### config.mk
export PLATFORM = sky130hd
export DESIGN_NAME = erase_sched
export DESIGN_NICKNAME = d
export VERILOG_FILES = /design/src/rtl/erase_sched.sv
export SDC_FILE = /design/constraint.sdc
export NUM_CORES = 1
export LEC_CHECK = 0
export ABC_AREA = 1
export BUFFER_PORTS_ARGS = -buffer_cell sky130_fd_sc_hd__buf_4
export CAP_MARGIN = 20
export CELL_PAD_IN_SITES_DETAIL_PLACEMENT = 0
export CELL_PAD_IN_SITES_GLOBAL_PLACEMENT = 1
export CORE_MARGIN = 4
export CORE_UTILIZATION = 39
export CTS_CLUSTER_SIZE = 16
export DETAILED_ROUTE_END_ITERATION = 8
export PLACE_DENSITY_LB_ADDON = 0.1
export SYNTH_ARGS = -nofsm -noshare
export SYNTH_HDL_FRONTEND = slang
export SYNTH_SLANG_ARGS = --single-unit
### constraint.sdc
create_clock -name clk -period 2.1 [get_ports clk]
set_input_delay 0.315 -clock clk [delete_from_list [all_inputs] [get_ports clk]]
set_output_delay 0.315 -clock clk [all_outputs]
set_load 0.01 [all_outputs]
### src/rtl/erase_sched.sv
module erase_sched #(
  parameter int NSEC       = 8,
  parameter int WINDOW_CYC = 16,
  parameter int ERASE_CYC  = 20,
  parameter int SUSP_LAT   = 3,
  parameter int PROT_CYC   = 5
) (
  input  logic                    clk,
  input  logic                    rst_n,
  input  logic                    wr_stb,
  input  logic                    cmd_erase,
  input  logic [$clog2(NSEC)-1:0] cmd_sector,
  input  logic                    cmd_suspend,
  input  logic                    cmd_resume,
  input  logic                    cmd_other,
  input  logic [NSEC-1:0]         protect,
  output logic                    busy,
  output logic [NSEC-1:0]         pend_map,
  output logic                    window_open,
  output logic                    suspended,
  output logic                    done
);
  localparam int SW   = $clog2(NSEC);
  localparam int TMAX = (WINDOW_CYC > SUSP_LAT) ?
                        ((WINDOW_CYC > PROT_CYC) ? WINDOW_CYC : PROT_CYC) :
                        ((SUSP_LAT > PROT_CYC) ? SUSP_LAT : PROT_CYC);
  localparam int TW   = $clog2(TMAX + 1);
  localparam int EW   = $clog2(ERASE_CYC + 1);

  typedef enum logic [2:0] {S_IDLE, S_WIN, S_ERASE, S_SWAIT, S_SUSP, S_PROT} st_t;

  st_t            st;
  logic [TW-1:0]  tcnt;
  logic [EW-1:0]  ecnt;
  logic [NSEC-1:0] map;

  logic            go_erase, go_susp, go_res, go_other;
  logic [NSEC-1:0] req_bit, live, after_one;
  logic            sect_end, last_end;

  assign go_erase  = wr_stb && cmd_erase;
  assign go_susp   = wr_stb && !cmd_erase && cmd_suspend;
  assign go_res    = wr_stb && !cmd_erase && !cmd_suspend && cmd_resume;
  assign go_other  = wr_stb && !cmd_erase && !cmd_suspend && !cmd_resume && cmd_other;
  assign req_bit   = {{(NSEC-1){1'b0}}, 1'b1} << cmd_sector;
  assign live      = map & ~protect;
  assign after_one = map & (map - 1'b1);
  assign sect_end  = (ecnt == EW'(1));
  assign last_end  = sect_end && (after_one == '0);

  always_ff @(posedge clk) begin
    if (!rst_n) begin
      st   <= S_IDLE;
      tcnt <= '0;
      ecnt <= '0;
      map  <= '0;
      done <= 1'b0;
    end else begin
      done <= 1'b0;
      case (st)
        S_IDLE: begin
          if (go_erase) begin
            map  <= req_bit;
            tcnt <= TW'(WINDOW_CYC);
            st   <= S_WIN;
          end
        end
        S_WIN: begin
          if (go_erase) begin
            map  <= map | req_bit;
            tcnt <= TW'(WINDOW_CYC);
          end else if (go_susp) begin
            map  <= live;
            ecnt <= EW'(ERASE_CYC);
            st   <= S_SUSP;
          end else if (go_res || go_other) begin
            map <= '0;
            st  <= S_IDLE;
          end else if (wr_stb) begin
            tcnt <= TW'(WINDOW_CYC);
          end else if (tcnt == TW'(1)) begin
            map  <= live;
            ecnt <= EW'(ERASE_CYC);
            if (live == '0) begin
              tcnt <= TW'(PROT_CYC);
              st   <= S_PROT;
            end else begin
              st <= S_ERASE;
            end
          end else begin
            tcnt <= tcnt - 1'b1;
          end
        end
        S_ERASE, S_SWAIT: begin
          if (sect_end) begin
            map  <= after_one;
            ecnt <= EW'(ERASE_CYC);
          end else begin
            ecnt <= ecnt - 1'b1;
          end
          if (last_end) begin
            st   <= S_IDLE;
            done <= 1'b1;
          end else if (st == S_ERASE) begin
            if (go_susp) begin
              tcnt <= TW'(SUSP_LAT);
              st   <= S_SWAIT;
            end
          end else if (tcnt == TW'(1)) begin
            st <= S_SUSP;
          end else begin
            tcnt <= tcnt - 1'b1;
          end
        end
        S_SUSP: begin
          if (go_res) begin
            if (map == '0) begin
              tcnt <= TW'(PROT_CYC);
              st   <= S_PROT;
            end else begin
              st <= S_ERASE;
            end
          end
        end
        S_PROT: begin
          if (tcnt == TW'(1)) begin
            st   <= S_IDLE;
            done <= 1'b1;
          end else begin
            tcnt <= tcnt - 1'b1;
          end
        end
        default: st <= S_IDLE;
      endcase
    end
  end

  assign busy        = (st == S_ERASE) || (st == S_SWAIT) || (st == S_PROT);
  assign window_open = (st == S_WIN);
  assign suspended   = (st == S_SUSP);
  assign pend_map    = map;

  AST_WIN_NO_LOSS: assert property (@(posedge clk) disable iff (!rst_n)
    (window_open && $past(window_open)) |-> (($past(pend_map) & ~pend_map) == '0));
  AST_BUSY_NO_GROW: assert property (@(posedge clk) disable iff (!rst_n)
    (busy && $past(busy)) |-> ((pend_map & ~$past(pend_map)) == '0));
  AST_DONE_EMPTY: assert property (@(posedge clk) disable iff (!rst_n)
    done |-> (pend_map == '0 && !busy && !window_open && !suspended));
  AST_PROT_DROP: assert property (@(posedge clk) disable iff (!rst_n)
    $fell(window_open) |-> ((pend_map & $past(protect)) == '0));
  AST_SUSP_HOLD: assert property (@(posedge clk) disable iff (!rst_n)
    (suspended && !(wr_stb && cmd_resume && !cmd_erase && !cmd_suspend))
      |=> (suspended && $stable(pend_map)));
  AST_IDLE_QUIET: assert property (@(posedge clk) disable iff (!rst_n)
    (!busy && !window_open && !suspended && !(wr_stb && cmd_erase))
      |=> (!busy && !window_open && !suspended));
endmodule

---- Word-level counts from Yosys, hierarchy flattened ----
Index checks and enable logic that the tools add are counted.
operators by class
  $add $sub $neg .......................... 3
  equal/unequal tests ..................... 27
  shift operators ......................... 1
  mux-type cells .......................... 47
  bitwise gates (word level) .............. 4
  reductions and logical operators ........ 26
operator list
  cell                   number
  $mux W5                19
  $mux W8                7
  $mux W3                14
  $pmux W5 S5            1
  $logic_not A8 Y1       3
  $pmux W8 S3            1
  $and A8 B8 Y8          2
  $pmux W3 S5            1
  $ne A3 B3 Y1 const B   4
  $eq A5 B1 Y1 const B   2
  $ne A2 B2 Y1 const B   5
  $pmux W5 S2            1
  $reduce_and A5 Y1      2
  $sub A5 B1 Y5 const B  2
  $reduce_and A9 Y1      1
  $logic_and A1 B1 Y1    8
  $ne A4 B4 Y1 const B   2
  $not A8 Y8             1
  $or A8 B8 Y8           1
  $reduce_and A8 Y1      1
  $shl A1 B3 Y8 const A  1
  $sub A8 B1 Y8 const B  1
  $eq A3 B2 Y1 const B   2
  $eq A3 B3 Y1 const B   2
  other kinds (18)       24
word-level totals
  register bits after elaboration ......... 22
  input port bits ......................... 18

---- Depth between registers and ports, before layout ----
Gate-level depths: netlist of run 1.
  word-level depth ........................ 10
  mapped depth ............................ 14

---- Worst setup path before layout of run 1 ----
No wires, ideal clock.
  kind .................................... register to register
  start point ............................. register tcnt[1]
  end point ............................... register tcnt[0]
  library setup time ...................... 0.130 ns
  arrival ................................. 1.455 ns
  required time ........................... 1.970 ns
  setup slack ............................. 0.515 ns
  stages on the path, launching flop included .. 13
  buffers on the path ..................... 0
  cells stage by stage .................... dfxtp_1 inv_1 ha_1 inv_1 nor2_1 nand2_2 ha_1 nor2_1 o22ai_1 nor2_1 nand3_1 nand2_1 nor2_1
on the way
  word-level cells in the longest chain between the ends .. 7
  elaborated cells between the ends (all ways) .. 12
  those cells by class .................... eq/ne (2); mux (9); reduce/logical (1)
ends and longest elaborated chain
  what                    line          source
  start, declared         33            logic [TW-1:0] tcnt;
  start signal, assigned  64            tcnt <= TW'(WINDOW_CYC);
  start signal, assigned  71            tcnt <= TW'(WINDOW_CYC);
  start signal, assigned  80            tcnt <= TW'(WINDOW_CYC);
  $eq A5 B1 Y1 (*)        81, 109, 126
  $mux W5                 81            end else if (tcnt == TW'(1)) begin
  $mux W5                 79            end else if (wr_stb) begin
  $mux W5                 76            end else if (go_res || go_other) begin
  $mux W5                 72            end else if (go_susp) begin
  $mux W5                 69            if (go_erase) begin
  $pmux W5 S5             60            case (st)
Mark *: on every way between the ends. The rest lies on a longest branch, timed or not. The select of a mux whose other input is x is not followed.
A chain may end at the register's enable or synchronous reset.

---- Final worst setup path of run 1 ----
  start point ............................. register st[2]
  end point ............................... register map[3] (netlist: pend_map[3])
on the way
  word-level cells in the longest chain between the ends .. 4
  elaborated cells between the ends (all ways) .. 12
  those cells by class .................... eq/ne (7); mux (1); reduce/logical (4)
ends and longest elaborated chain
  what                                                                 line  source
  start, declared                                                      32    st_t st;
  start signal, assigned                                               53    st <= S_IDLE;
  start signal, assigned                                               65    st <= S_WIN;
  start signal, assigned                                               75    st <= S_SUSP;
  $eq A3 B2 Y1                                                         60
  $reduce_or A2 Y1                                                     60
  $ne A2 B2 Y1 (no line) / $reduce_bool A3 Y1 (equally long branches)  n/a
  $reduce_and A5 Y1 (no line)                                          n/a
  end signal, assigned                                                 63    map <= req_bit;
  end signal, assigned                                                 70    map <= map | req_bit;
  end signal, assigned                                                 73    map <= live;
  end, declared                                                        35    logic [NSEC-1:0] map;
Several ways; a longest one is shown, not always the timed one.

==> results.json, run 1 <==
{
  "boundaryPins": 30,
  "die_w_microns": 78.2,
  "ys_types": 31,
  "hpwl_mm": 4.40,
  "grt_pass1_vias": 1936,
  "powerDensity_mw_per_mm2": 1240,
  "cap_violations": 0,
  "dieHeight_microns": 78.2,
  "post_cts_resized": 0,
  "r2r_start": "st[2]$_SDFFE_PN0P_",
  "synth_top_family_by_area": "simple AND/OR/NAND/NOR gates",
  "synth-simple-area-share_pct": 47.3,
  "mappedNetlistArea_sq_mm": 0.00192,
  "hold_slack_ns": 0.336,
  "synth_edf_count": 0,
  "fin_setup_tns_ns": 0,
  "post-place-ws_ns": 0.336,
  "async_reset_ff_share_pct": 0,
  "clk_latency_ns": 0.27,
  "row_count": 25,
  "yosys.area_share.adder_pct": 3.26,
  "syn-num-nets": 330,
  "drt-vias-per-instance": 4.99,
  "syn_avg_cell_area_sq_um": 6.26,
  "core_sq_mm": 0.00475,
  "grt.overflow.total": 0,
  "power_leakage_nw": 1.08,
  "fillCellCount": 537,
  "final_antenna_net_count": 0,
  "rr_endpoint": "pend_map[3]$_SDFFE_PN0P_",
  "remaining_drc_errors": 0,
  "start_util_pct": 40.4,
  "yosys-mux-area-fraction_pct": 0,
  "crit_fanout": 10,
  "report.final.slew_viol_count": 0,
  "timing.final.crit_share_pct": 84.7,
  "synth_xor_area_share_pct": 1.82,
  "synthCells": 307,
  "worst_pin_slew_ns": 0.572,
  "yosysWarnings": 0,
  "layout_min_cycle_time_ns": 1.78,
  "slew_headroom_pct": 61.8,
  "synth.ff_latch_count": 22,
  "drive_above_1_share_pct": 24.4,
  "dr_total_vias": 2032,
  "cts.sinks": 22,
  "fin_skew_ns": 0.00798,
  "top_usage_layer": "met2",
  "grt_use_met1_pct": 26.3,
  "post-cts-setup-buffers": 0,
  "drt-initial-drc-count": 116,
  "path_clk_slew_ns": 0.09,
  "max-clock-path-buffers": 2,
  "ys_seq_area_share_pct": 22.9,
  "endpoint": "pend_map[3]$_SDFFE_PN0P_",
  "grtUsageMet2_pct": 29.5,
  "grt_max_degree": 16,
  "synth_ff_type": "dfxtp_1",
  "yosysTopAreaCell": "dfxtp_1",
  "cts-root-buf": "clkbuf_8",
  "synth_compound_area_share_pct": 15.0,
  "synth_area_leaders": "dfxtp_1 23%, nand2_1 13%, inv_1 8.4%",
  "cts_tree": "built",
  "cts_hold_buf": 0,
  "crit_required_ns": 2.30,
  "layout_commonest_cell": "nand2_1",
  "final_cell_mix": "65 x nand2_1, 43 x inv_1, 43 x nor2_1",
  "crit_path_start": "st[2]$_SDFFE_PN0P_",
  "diodes": 0,
  "area_delta_synth_final_pct": 19.6,
  "finalHoldViolCount": 0,
  "grt_util_all_layers_pct": 18.7,
  "critPathKind": "reg2reg",
  "crit_path_start_kind": "register",
  "max_freq_mhz": 562,
  "routabilityCongestion": 0.913,
  "dp_cells": 403,
  "grt_pass1_wl_mm": 9.29,
  "drt-total-wl_mm": 5.42,
  "status": "finished, final reports clean",
  "endpoint_kind": "register",
  "setup_viol": 0,
  "port_buffers": 29,
  "finalCoreUtilization_pct": 48.3,
  "rr_worst_depth": 10,
  "grt_setup_unrepaired": "false",
  "finalWorstSetupSlack_ns": 0.321,
  "instances_no_fill": 407,
  "dr.pass1.iters": 4,
  "cts_buffers": 3,
  "grt_antenna_before_repair": 0,
  "wl_per_cell_microns": 13.3,
  "num-nets-final": 364,
  "vdd_drop_max_mv": 0.508,
  "synth_top_area_share_pct": 22.9,
  "grtUsageMet3_pct": 2.64,
  "dieArea_sq_mm": 0.00612,
  "hold_path_class": "in2reg",
  "htreeDepth": 1,
  "r2r_setup_slack_ns": 0.32,
  "arrival_ns": 1.98
}
per-stage QoR:
step           area, sq um  total power [mW]
2_1_floorplan         1920              2.02
3_3_place_gp          2230              2.46
3_5_place_dp          2230              2.45
4_1_cts               2300              2.86
5_1_grt               2300              3.14
6_report              2300              2.85
final cells by class:
class	instances	area, sq um	area share (%)
clock buffers	3	41.3	1.80
inverters	48	183	7.95
repair buffers	30	225	9.80
well taps	67	83.8	3.65
multi-input cells	236	1290	56.3
flip-flops and latches	22	440	19.2
clock inverters	1	30.0	1.31
where the power goes:
| group | switching, mW | total [mW] | internal, mW | leakage (nW) |
|---|---|---|---|---|
| logic | 1.12 | 1.76 | 0.637 | 0.860 |
| clock network | 0.155 | 0.410 | 0.255 | 0.0357 |
| registers | 0.148 | 0.681 | 0.534 | 0.180 |
synth_stat cells, types with 3 or more instances:
library cell,count
a21oi_2,4
nand3_1,22
nor2_1,43
o22ai_1,3
nand2_1,65
ha_1,5
nor3_1,11
a21oi_1,15
nand3_2,4
dfxtp_1,22
o21ai_0,14
nor2_4,9
inv_1,43
nand2_2,10
nand2_4,4
nor2_2,8
o21ai_1,3
o21ai_2,3
inv_2,4
registers in the layout (all words and copies together) (netlist names):
name / cells
done: 1
ecnt: 5
pend_map: 8
st: 3
tcnt: 5
worst max-delay path, stage by stage, from the launching register on:
cell and delay, ns:
dfxtp_1 0.40, inv_2 0.13, nand2_4 0.17, inv_1 0.14, o21ai_2 0.13, nand3_1 0.11
nor2_1 0.13, nand2_2 0.09, inv_4 0.11, o21ai_0 0.14, a21oi_1 0.16
layer usage:
layer | wire length [microns] | share of wire [%]
met5 | 0 | 0
met4 | 89 | 1.6
met3 | 303 | 5.6
met2 | 2470 | 45
met1 | 2570 | 47
how the worst min path moves through the flow:
stage	start	endpoint	slack (ns)	cells past startpoint
after detailed placement	tcnt[3]$_SDFFE_PN0P_	tcnt[3]$_SDFFE_PN0P_	0.48	2
after CTS	rst_n	st[0]$_SDFFE_PN0P_	0.34	3
after global routing	rst_n	st[1]$_SDFFE_PN0P_	0.35	3
after floorplan	rst_n	st[0]$_SDFFE_PN0P_	0.44	2
after global placement	tcnt[3]$_SDFFE_PN0P_	tcnt[3]$_SDFFE_PN0P_	0.48	2
final	rst_n	st[0]$_SDFFE_PN0P_	0.34	3
cell families after synthesis:
| group | count (synthesis) |
|---|---|
| simple gates | 179 |
| buf+inv | 49 |
| compound gates | 48 |
| flops | 22 |
| fa+ha+maj | 5 |
| xor+xnor | 4 |
No activity file was read; power rests on OpenSTA's default activity.
==> run 2: changes to the inputs <==
- clock period: 2.1 -> 1.7 ns (I/O delays scaled with it)
==> results.json, run 2 (same netlist as run 1, synthesis figures left out) <==
{
  "layout_min_cycle_time_ns": 1.64,
  "grt.overflow.total": 0,
  "grt_pass1_wl_mm": 9.31,
  "row_count": 25,
  "grt_max_degree": 13,
  "fin_skew_ns": 0.00681,
  "dp_cells": 429,
  "final_cell_mix": "65 x buf_4, 58 x nand2_1, 39 x inv_1",
  "grt_util_all_layers_pct": 19.0,
  "max_freq_mhz": 608,
  "drt-total-wl_mm": 5.90,
  "boundaryPins": 30,
  "largest_register_ff_count": 8,
  "core_sq_mm": 0.00475,
  "finalHoldViolCount": 0,
  "min_from": "rst_n",
  "cts.sinks": 22,
  "drive_above_1_share_pct": 41.5,
  "layout_commonest_cell": "buf_4",
  "path_clk_slew_ns": 0.09,
  "crit_required_ns": 1.44,
  "setup_viol": 0,
  "crit_path_start_kind": "register",
  "status": "finished, final reports clean",
  "finalWorstSetupSlack_ns": 0.0559,
  "arrival_ns": 1.39,
  "hold_end": "st[1]$_SDFFE_PN0P_",
  "post-place-ws_ns": 0.00712,
  "final_antenna_net_count": 0,
  "finalCoreUtilization_pct": 57.6,
  "clk_latency_ns": 0.27,
  "dr_total_vias": 2173,
  "htreeDepth": 1,
  "hold_depth": 3,
  "die_w_microns": 78.2,
  "endpoint_kind": "output pin",
  "cts_hold_buf": 0,
  "start_util_pct": 40.4,
  "powerDensity_mw_per_mm2": 1540,
  "cap_violations": 0,
  "dieArea_sq_mm": 0.00612,
  "grt_antenna_before_repair": 0,
  "rr_worst_depth": 14,
  "grt_pass1_vias": 1921,
  "r2r_start": "pend_map[1]$_SDFFE_PN0P_",
  "dieHeight_microns": 78.2,
  "slew_headroom_pct": 79.9,
  "drt-initial-drc-count": 104,
  "instances_no_fill": 445,
  "area_delta_synth_final_pct": 42.6,
  "grt_setup_unrepaired": "true",
  "power_leakage_nw": 1.28,
  "diodes": 0,
  "crit_fanout": 4,
  "port_buffers": 29,
  "max-clock-path-buffers": 2,
  "critPathKind": "reg2out",
  "num-nets-final": 402,
  "hold_path_class": "in2reg",
  "timing.final.crit_share_pct": 96.7,
  "hpwl_mm": 4.64,
  "report.final.slew_viol_count": 0,
  "drt-vias-per-instance": 4.88,
  "r2r_setup_slack_ns": 0.07,
  "cts-root-buf": "clkbuf_8",
  "cts_tree": "built",
  "dr.pass1.iters": 4,
  "wl_per_cell_microns": 13.3,
  "vdd_drop_max_mv": 0.722,
  "cts_buffers": 3,
  "worst_pin_slew_ns": 0.299,
  "routabilityCongestion": 0.839,
  "rr_endpoint": "st[2]$_SDFFE_PN0P_",
  "remaining_drc_errors": 0
}
run 2: cell types whose count changed in the layout (fill, tap and decap cells not counted), moves of 3 or more:
cell	previous run	this run
buf_4	30	65
dfxtp_1	22	12
dfxtp_2	0	7
nand2_1	65	58
nor2_1	43	37
nand2_2	10	15
nor2_4	9	14
inv_1	43	39
inv_2	4	8
dfxtp_4	0	3
run 2: metal layers:
| layer | vias up | wire length (microns) | track usage (%) | share of wire, % |
|---|---|---|---|---|
| li1 | 1128 | - | - | - |
| met1 | 991 | 2780 | 26.9 | 47 |
| met2 | 52 | 2750 | 30.7 | 47 |
| met3 | 2 | 340 | 2.87 | 5.8 |
| met4 | 0 | 31 | 3.15 | 0.53 |
| met5 | - | 0 | 0 | 0 |
run 2: how the worst max path moves through the flow:
stage	start	to	slack (ns)	cells after the start
final	st[0]$_SDFFE_PN0P_	busy	0.06	6
after global routing	st[0]$_SDFFE_PN0P_	busy	-0.06	6
after CTS	ecnt[1]$_SDFFE_PN0P_	st[2]$_SDFFE_PN0P_	0.02	13
after detailed placement	ecnt[1]$_SDFFE_PN0P_	st[2]$_SDFFE_PN0P_	0.007	13
after global placement	ecnt[1]$_SDFFE_PN0P_	st[2]$_SDFFE_PN0P_	0.01	13
after floorplan	tcnt[1]$_SDFFE_PN0P_	tcnt[0]$_SDFFE_PN0P_	0.11	12
run 2: critical path, cell delays in order, from the launching register on:
cell and delay [ns]:
dfxtp_2 0.38, buf_4 0.16, inv_1 0.10, nor2_2 0.19, inv_1 0.08, nand2_1 0.09
buf_4 0.13
run 2: cell type report:
cell class	instances	area, sq um
repair buffers	67	510
inverters	48	188
clock buffers	4	55.1
repair inverters	1	5.00
multi-input cells	236	1440
well taps	67	83.8
fillers	497	2010
flip-flops and latches	22	460
run 2: power breakdown:
group	switching (mW)	internal, mW
clock	0.188	0.207
combinational	1.68	1.28
sequential	0.185	0.677
total	2.05	2.16
run 2: repair_timing:
action / 4_1_cts / 5_1_grt
setup buffers: 0 / 11
cloned: 0 / 1
gates resized for setup: 1 / 54
endpoints found under the setup margin: 1 / 18
pin swaps: 0 / 26
run 2: through the flow:
step	hold slack (ns)	power, mW	instance area (sq um)	setup TNS [ns]
global route	0.281	4.58	2740	-0.317
global placement	0.493	3.34	2420	0
CTS	0.278	3.72	2480	0
detailed placement	0.492	3.31	2420	0
floorplan	0.375	2.49	1920	0
finish	0.278	4.21	2740	0
==> run 3: changes to the inputs <==
- ABC_AREA: 1 -> not set
- CORE_UTILIZATION: 39 -> 41
- HOLD_SLACK_MARGIN: not set -> 0.03
==> results.json, run 3 <==
{
  "cts_buffers": 3,
  "grt_setup_unrepaired": "true",
  "grt.overflow.total": 0,
  "mappedNetlistArea_sq_mm": 0.00187,
  "dieHeight_microns": 75.6,
  "synth_commonest_cells": "23 x nor2_1, 22 x dfxtp_1, 22 x nand2_1",
  "yosysWarnings": 0,
  "fin_skew_ns": 0.00189,
  "crit_required_ns": 1.87,
  "drt-initial-drc-count": 150,
  "crit_path_start_kind": "register",
  "wl_per_cell_microns": 15.7,
  "routabilityCongestion": 0.925,
  "clk_latency_ns": 0.27,
  "cap_violations": 0,
  "path_clk_slew_ns": 0.09,
  "dr_total_vias": 2277,
  "crit_fanout": 4,
  "max_freq_mhz": 528,
  "grt_antenna_before_repair": 0,
  "slew_headroom_pct": 68.5,
  "arrival_ns": 2.06,
  "cp.buffers_inverters": 0,
  "diodes": 0,
  "num-nets-final": 364,
  "timing.final.crit_share_pct": 111,
  "final_cell_mix": "97 x buf_4, 21 x nor2_1, 20 x nand2_1",
  "worst_pin_slew_ns": 0.468,
  "grt_pass1_wl_mm": 10.2,
  "report.final.slew_viol_count": 0,
  "critPathTopFamily": "simple AND/OR/NAND/NOR gates",
  "finalWorstSetupSlack_ns": -0.192,
  "drt-total-wl_mm": 6.17,
  "largest_register_ff_count": 8,
  "synth.most_common_cell": "nor2_1",
  "synth.ff_latch_count": 22,
  "dieArea_sq_mm": 0.00571,
  "synth_ff_type": "dfxtp_1",
  "multiInputGateArea_sq_mm": 0.00157,
  "status": "finished, violations left",
  "setup_viol": 17,
  "synth_edf_count": 0,
  "final_antenna_net_count": 0,
  "crit_chain": "or3_4 -> o31ai_4 -> a41o_1 -> nand3_2 -> or3_1 -> o211a_1",
  "cts-root-buf": "clkbuf_8",
  "cts_hold_buf": 0,
  "fillCellCount": 377,
  "slowest_delay_ns": 0.39,
  "cts_tree": "built",
  "port_buffers": 29,
  "vdd_drop_max_mv": 0.541,
  "synth_area_leaders": "dfxtp_1 24%, o21ai_0 5.6%, nor2_1 4.6%",
  "endpoint_kind": "register",
  "critPathKind": "reg2reg",
  "placedInstanceArea_sq_mm": 0.00269,
  "htreeDepth": 1,
  "grt_pass1_vias": 2111,
  "remaining_drc_errors": 0,
  "layout_min_cycle_time_ns": 1.89,
  "layout_commonest_cell": "buf_4",
  "synthCells": 247,
  "syn-num-nets": 270,
  "violations": "negative setup slack",
  "cts.sinks": 22,
  "finalCoreUtilization_pct": 67.8,
  "ys_seq_area_share_pct": 23.5,
  "async_reset_ff_share_pct": 0,
  "die_w_microns": 75.6,
  "syn_avg_cell_area_sq_um": 7.58,
  "powerDensity_mw_per_mm2": 1230,
  "fin_area_sq_mm": 0.00297,
  "ys_types": 66,
  "area_delta_synth_final_pct": 58.8,
  "drive_above_1_share_pct": 49.1,
  "yosysTopAreaCell": "dfxtp_1",
  "synth_top_area_share_pct": 23.5,
  "boundaryPins": 30,
  "power_leakage_nw": 1.26,
  "core_sq_mm": 0.00438,
  "row_count": 24,
  "cp_slowest_cell": "or3_4",
  "finalHoldViolCount": 0,
  "hold_path_class": "in2reg",
  "dr.pass1.iters": 4,
  "grt_util_all_layers_pct": 22.9,
  "hpwl_mm": 4.80,
  "seqCellArea_sq_um": 454,
  "drt-vias-per-instance": 5.81,
  "r2r_setup_slack_ns": -0.19,
  "grt_max_degree": 30,
  "start_util_pct": 42.7,
  "max-clock-path-buffers": 2
}
run 3: routing by layer:
layer  global-route usage, %  up-vias  routed length (microns)
li1                        -     1132                        -
met1                    31.9     1082                     2850
met2                    38.5       57                     2990
met3                    3.03        6                      272
met4                    3.50        0                       53
met5                       0        -                        0
run 3: timing repair:
action                                  CTS  global route
pin swaps                                 9            16
endpoints found under the hold margin     0             0
endpoints found under the setup margin   22            23
buffers inserted                          1             3
cloned                                    0             0
resized for setup                        21            25
run 3: through the flow:
| step | cells | worst slack, ns | power, mW | hold WS (ns) | setup TNS (ns) |
|---|---|---|---|---|---|
| detailed placement | 384 | -0.263 | 2.95 | 0.485 | -3.39 |
| floorplan | 247 | -0.170 | 2.04 | 0.349 | -1.01 |
| global route | 392 | -0.282 | 3.92 | 0.211 | -3.65 |
| finish | 392 | -0.192 | 3.66 | 0.198 | -2.18 |
| global placement | 384 | -0.232 | 2.93 | 0.487 | -2.79 |
| CTS | 389 | -0.252 | 3.50 | 0.193 | -2.89 |
run 3: area by class of cell:
type / instances / area share [%]
repair buffers: 101 / 26.0
clock buffers: 4 / 1.85
multi-input cells: 200 / 52.9
inverters: 13 / 1.73
flip-flops and latches: 22 / 15.3
well taps: 52 / 2.19
run 3: worst paths after layout:
kind / from / to / cells after the start
setup / recovery: pend_map[7]$_SDFFE_PN0P_ / tcnt[2]$_SDFFE_PN0P_ / 6
hold / removal: cmd_sector[1] / pend_map[1]$_SDFFE_PN0P_ / 2
setup reg to reg: pend_map[7]$_SDFFE_PN0P_ / tcnt[2]$_SDFFE_PN0P_ / 6
hold reg to reg: ecnt[3]$_SDFFE_PN0P_ / ecnt[3]$_SDFFE_PN0P_ / 2
run 3: kinds of logic (layout without fill, tap and decap cells):
kind of cell | after synthesis | after routing | synth area share, %
fa+ha+maj | 6 | 6 | 3.88
mux | 4 | 4 | 2.14
xor+xnor | 1 | 1 | 0.468
compound gates | 94 | 94 | 37.6
buf+inv | 25 | 118 | 5.28
simple gates | 95 | 95 | 27.1
flops | 22 | 22 | 23.5
run 3: where the power goes:
part / switching, mW / total, mW / internal [mW]
clock: 0.195 / 0.402 / 0.207
combinational: 1.28 / 2.53 / 1.25
sequential: 0.107 / 0.734 / 0.627
